==> config.mk <==
export PLATFORM = sky130hd
export DESIGN_NAME = paced_fifo_reader
export DESIGN_NICKNAME = d
export VERILOG_FILES = /design/src/rtl/paced_fifo_reader.sv
export SDC_FILE = /design/constraint.sdc
export NUM_CORES = 1
export LEC_CHECK = 0
export BUFFER_PORTS_ARGS = -buffer_cell sky130_fd_sc_hd__buf_2
export CAP_MARGIN = 10
export CORE_ASPECT_RATIO = 1.5
export CORE_MARGIN = 1.5
export CORE_UTILIZATION = 50
export CTS_CLUSTER_SIZE = 40
export DETAILED_ROUTE_END_ITERATION = 8
export GPL_TIMING_DRIVEN = 1
export PLACE_DENSITY = 0.74
export SYNTH_ARGS = -nofsm -noshare
export SYNTH_HDL_FRONTEND = slang
export SYNTH_SLANG_ARGS = --single-unit
==> constraint.sdc <==
create_clock -name clk -period 2.4 [get_ports clk]
set_input_delay 0.12 -clock clk [delete_from_list [all_inputs] [get_ports clk]]
set_output_delay 0.12 -clock clk [all_outputs]
set_load 0.01 [all_outputs]
==> src/rtl/paced_fifo_reader.sv <==
module paced_fifo_reader #(
  parameter int DIV_W  = 8,
  parameter int LOW_W  = 4,
  parameter int UND_W  = 8,
  parameter int DATA_W = 8
) (
  input  logic              clk,
  input  logic              rst_n,
  input  logic [DIV_W-1:0]  div_n,
  input  logic [LOW_W-1:0]  low_len,
  input  logic              avail_n,
  output logic              rd_n,
  input  logic [DATA_W-1:0] bus_in,
  output logic [DATA_W-1:0] out_data,
  output logic              out_valid,
  input  logic              underrun_clr,
  output logic [UND_W-1:0]  underrun_cnt
);
  localparam int CW = ((DIV_W > LOW_W) ? DIV_W : LOW_W) + 1;
  localparam logic [UND_W-1:0] UND_MAX = {UND_W{1'b1}};

  logic              avail_s1, avail_s2;
  logic [CW-1:0]     cnt;
  logic [LOW_W-1:0]  low_left;
  logic              rd_q;

  wire [LOW_W-1:0] low_eff = (low_len == '0) ? LOW_W'(1) : low_len;
  wire [CW-1:0]    min_div = CW'(low_eff) + CW'(2);
  wire [CW-1:0]    n_eff   = (CW'(div_n) < min_div) ? min_div : CW'(div_n);
  wire             slot    = (cnt == '0) && rd_q;
  wire             start   = slot && !avail_s2;
  wire             starve  = slot && avail_s2;

  assign rd_n = rd_q;

  always_ff @(posedge clk or negedge rst_n)
    if (!rst_n) {avail_s1, avail_s2} <= 2'b11;
    else        {avail_s1, avail_s2} <= {avail_n, avail_s1};

  always_ff @(posedge clk or negedge rst_n)
    if (!rst_n)                     cnt <= '0;
    else if (cnt >= n_eff - CW'(1)) cnt <= '0;
    else                            cnt <= cnt + CW'(1);

  always_ff @(posedge clk or negedge rst_n)
    if (!rst_n) begin
      rd_q      <= 1'b1;
      low_left  <= '0;
      out_data  <= '0;
      out_valid <= 1'b0;
    end else begin
      out_valid <= 1'b0;
      if (start) begin
        rd_q     <= 1'b0;
        low_left <= low_eff;
      end else if (!rd_q) begin
        if (low_left <= LOW_W'(1)) begin
          rd_q      <= 1'b1;
          out_data  <= bus_in;
          out_valid <= 1'b1;
        end else begin
          low_left <= low_left - LOW_W'(1);
        end
      end
    end

  always_ff @(posedge clk or negedge rst_n)
    if (!rst_n)                               underrun_cnt <= '0;
    else if (underrun_clr)                    underrun_cnt <= '0;
    else if (starve && underrun_cnt != UND_MAX) underrun_cnt <= underrun_cnt + UND_W'(1);

  logic [LOW_W-1:0] chk_run, chk_want;
  always_ff @(posedge clk or negedge rst_n)
    if (!rst_n) begin
      chk_run  <= '0;
      chk_want <= '0;
    end else if (start) begin
      chk_run  <= '0;
      chk_want <= low_eff;
    end else if (!rd_q) begin
      chk_run  <= chk_run + LOW_W'(1);
    end

  p_gate_by_flag_r3: assert property (@(posedge clk) disable iff (!rst_n)
    $fell(rd_n) |-> !$past(avail_s2));
  p_low_width_r4: assert property (@(posedge clk) disable iff (!rst_n)
    $rose(rd_n) |-> chk_run == chk_want);
  p_capture_at_release_r5: assert property (@(posedge clk) disable iff (!rst_n)
    $rose(rd_n) |-> out_valid);
  p_valid_only_at_release_r5: assert property (@(posedge clk) disable iff (!rst_n)
    out_valid |-> $rose(rd_n));
  p_hold_r6: assert property (@(posedge clk) disable iff (!rst_n)
    !out_valid |-> $stable(out_data));
  p_saturate_r9: assert property (@(posedge clk) disable iff (!rst_n)
    (underrun_cnt == UND_MAX && !underrun_clr) |=> underrun_cnt == UND_MAX);
  p_clear_r10: assert property (@(posedge clk) disable iff (!rst_n)
    underrun_clr |=> underrun_cnt == '0);
endmodule

==> results.cfg <==
[outcome]
run_status = finished with violations
violations = negative setup slack

[floorplanning]
start_util_pct = 52.35
ios = 42
dieHeight_um = 82.20
die_x_um = 55.80
dieArea_um2 = 4586
rows = 28
core_um2 = 3994

[yosys]
synth_top_area_share_pct = 35.91
syn-instance-count = 213
syn_avg_cell_area_um2 = 9.816
synth.ff_latch_count = 33
synth_top_cell_by_area = dfrtp_1
ys_warn_count = 0
ys_top_cells_by_count = dfrtp_1, nor2_1, ha_1
synth_edf_count = 0
seq_area_frac_synth_pct = 39.68
syn-num-nets = 257
yosysUniqueCellTypes = 40
synth.top_cells.by_area = dfrtp_1, ha_1, nor2_1
synth-main-ff-cell = dfrtp_1
syn-cell-area_um2 = 2091
synthArstFlopShare_pct = 100.0

[setup_path]
crit_arrival_ps = 3790
crit_path_start_kind = input pin
path_class = in -> reg
path_max_fanout = 4
timing.rr.start = cnt[3]
r2r_setup_slack_ps = 310
path_cells = buf_8 -> ha_4 -> xnor2_4 -> ha_4 -> nor2_2 -> or4b_1 -> o211a_1 -> mux2i_2 -> ha_2 -> nand2b_1 -> nor3_1 -> mux2i_1 -> xor2_1 -> ha_1 -> a21o_1 -> a21o_1 -> a221oi_4 -> o21ai_2 -> nor2_1
crit_family = compound AO/OA/AOI/OAI gates
path_buf_inv = 1
critPathRequiredTime_ps = 2600
cpPeakStageDelay_ps = 500
critPathCaptureType = flop
r2r_cells = 5
critPathSlowestCell = or4b_1
worstReg2RegEnd = underrun_cnt[5]

[drt]
wl_per_cell_um = 13.00
antenna_left = 0
drc = 0
drtPass1Iterations = 4
vias_per_cell = 5.435
wl_um = 4367
vias = 1826
first_iter_violations = 55

[timing]
setup_viol = 9
clock.fmax_mhz = 278.7
grt_setup_unrepaired = true
finalHoldViolations = 0
slew_headroom_pct = 53.65
skew_ps = 5.073
setup_slack_ps = -1188
finalCriticalPeriod_ps = 3588
tightest_slew_ps = 695.3
maxSlewViolCount = 0
period_share_pct = 149.5

[power_and_ir_drop]
power.leakage_nw = 1.294
p_sw_w = 0.0007715
p_sw_share_pct = 36.03
ir_drop_uv = 711.2
p_seq_share_pct = 41.6
combinationalPowerShare_pct = 40.4
pwr-share-clk_pct = 18.0
powerDensity_nw_per_um2 = 776.8
internal-power_w = 0.001370

[global_routing]
antenna_found_initial = 0
grt_util_all_layers_pct = 20.40
grt_pass1_vias = 1828
grt_max_degree = 34
grt_overflow_total = 0
grt_pass1_wl_um = 7355

[clock_tree]
clockRootBuffer = clkbuf_8
numCtsBuffers = 5
cts_buffer_depth = 2
cts.clk_slew.worst_paths_ps = 60
cts_max_level = 2
clock_latency_ps = 270
cts_tree = built
clock_sinks = 33

[cells_and_area]
finalNetCount = 334
stdcell_count = 336
drive_above_1_share_pct = 34.71
diodes = 0
area_delta_synth_final_pct = 31.84
utilization_pct = 69.02

[placed_design]
gp_congestion = 0.8147
post-dp-hpwl_um = 3378
io_buffers = 41
dp_cells = 324

[hold_path]
worstHoldStart = bus_in[7]
hold-path-endpoint = out_data[7]
holdPathStages = 2
hp-class = in -> reg

[run]
maxCapViolations = 0
## how the worst max path moves through the flow
stage	start	end	slack, ps	cells after the start
after floorplan	low_len[1]	cnt[0]	-1230	19
after global placement	low_len[1]	cnt[1]	-1310	19
after detailed placement	low_len[1]	cnt[6]	-1430	19
after CTS	low_len[1]	cnt[1]	-1110	19
after global routing	low_len[1]	cnt[1]	-1310	19
final	low_len[1]	cnt[1]	-1190	19
## power by group through the flow
| stage | logic [W] | registers (W) | clock network (W) |
|---|---|---|---|
| 3_5_place_dp | 0.000836 | 0.000901 | 0 |
| 4_1_cts | 0.000842 | 0.000891 | 0.000401 |
| 2_1_floorplan | 0.000525 | 0.000913 | 0 |
| 3_3_place_gp | 0.000810 | 0.000893 | 0 |
| 6_report | 0.000865 | 0.000892 | 0.000385 |
| 5_1_grt | 0.000983 | 0.000921 | 0.000428 |
## worst reg2reg max path: stages (launching register included)
cell and delay, ps:
dfrtp_1 440, nor4_1 530, nand4_1 400, nor4_1 400, xnor2_1 160, nor2_1 60
## stage by stage
step | setup WS, ps | total power, W | TNS [ps] | hold slack, ps | instance area (um^2)
after floorplan | -1232 | 0.001437 | -11090 | -175.6 | 2138
after global placement | -1305 | 0.001703 | -11730 | 200.4 | 2587
after detailed placement | -1435 | 0.001737 | -12800 | 203.5 | 2587
after CTS | -1113 | 0.002134 | -9844 | 69.95 | 2703
after global routing | -1309 | 0.002331 | -11670 | 69.64 | 2756
final | -1188 | 0.002141 | -10390 | 78.73 | 2756
## layer usage
layer,GRT usage (%),routed length [um],up-vias
met5,0,0,-
met4,13.17,172,0
met3,3.115,175,12
met2,38.69,2300,60
met1,20.79,1718,847
li1,-,-,907
## kinds of logic after synthesis
logic type	count (synthesis)	share of synthesized area [%]
AND/OR/NAND/NOR	86	19.99
AO/OA/AOI/OAI	24	8.318
flip-flops	33	39.68
buffers and inverters	11	2.334
adder cells (fa/ha/maj)	20	11.97
XOR/XNOR	24	10.05
multiplexers	15	7.660
## sequential cells by signal (all words and copies together), names as in the netlist
register / count
rd_n: 1
avail_s1: 1
avail_s2: 1
out_valid: 1
cnt: 9
out_data: 8
low_left: 4
underrun_cnt: 8
## cell usage in the layout (no fill, tap or decap), types with 2 or more instances in the layout
master         instances
a21o_1                 2
a21oi_1                5
a221o_1                2
buf_2                 39
buf_4                 28
clkbuf_8               5
clkinv_2               2
dfrtp_1               30
dfstp_2                3
dlygate4sd3_1          2
ha_1                  17
ha_4                   2
inv_1                  9
mux2_2                 8
mux2i_1                6
nand2_1               11
nand2b_1               4
nand3_1               12
nand4_1                2
nor2_1                29
nor3_1                11
nor4_1                 5
o21ai_0                3
o21bai_1               2
or2_2                  3
or4_1                  2
xnor2_1               11
xor2_1                12
## area by class of cell
cell class / count / area, um^2
multi-input combinational: 170 / 1303
fill: 314 / 1237
sequential: 33 / 829.5
timing repair buffer: 71 / 451.7
clock buffer: 6 / 72.57
tap: 45 / 56.30
inverter: 9 / 33.78
clock inverter: 2 / 10.01
## timing repair
action	CTS	global route
setup buffers	0	1
endpoints found under the hold margin	31	0
gates cloned	0	1
setup endpoints to repair	9	9
pin swaps	0	1
resized for setup	3	5
hold buffers	2	0
Power figures use the tool's default switching activity.
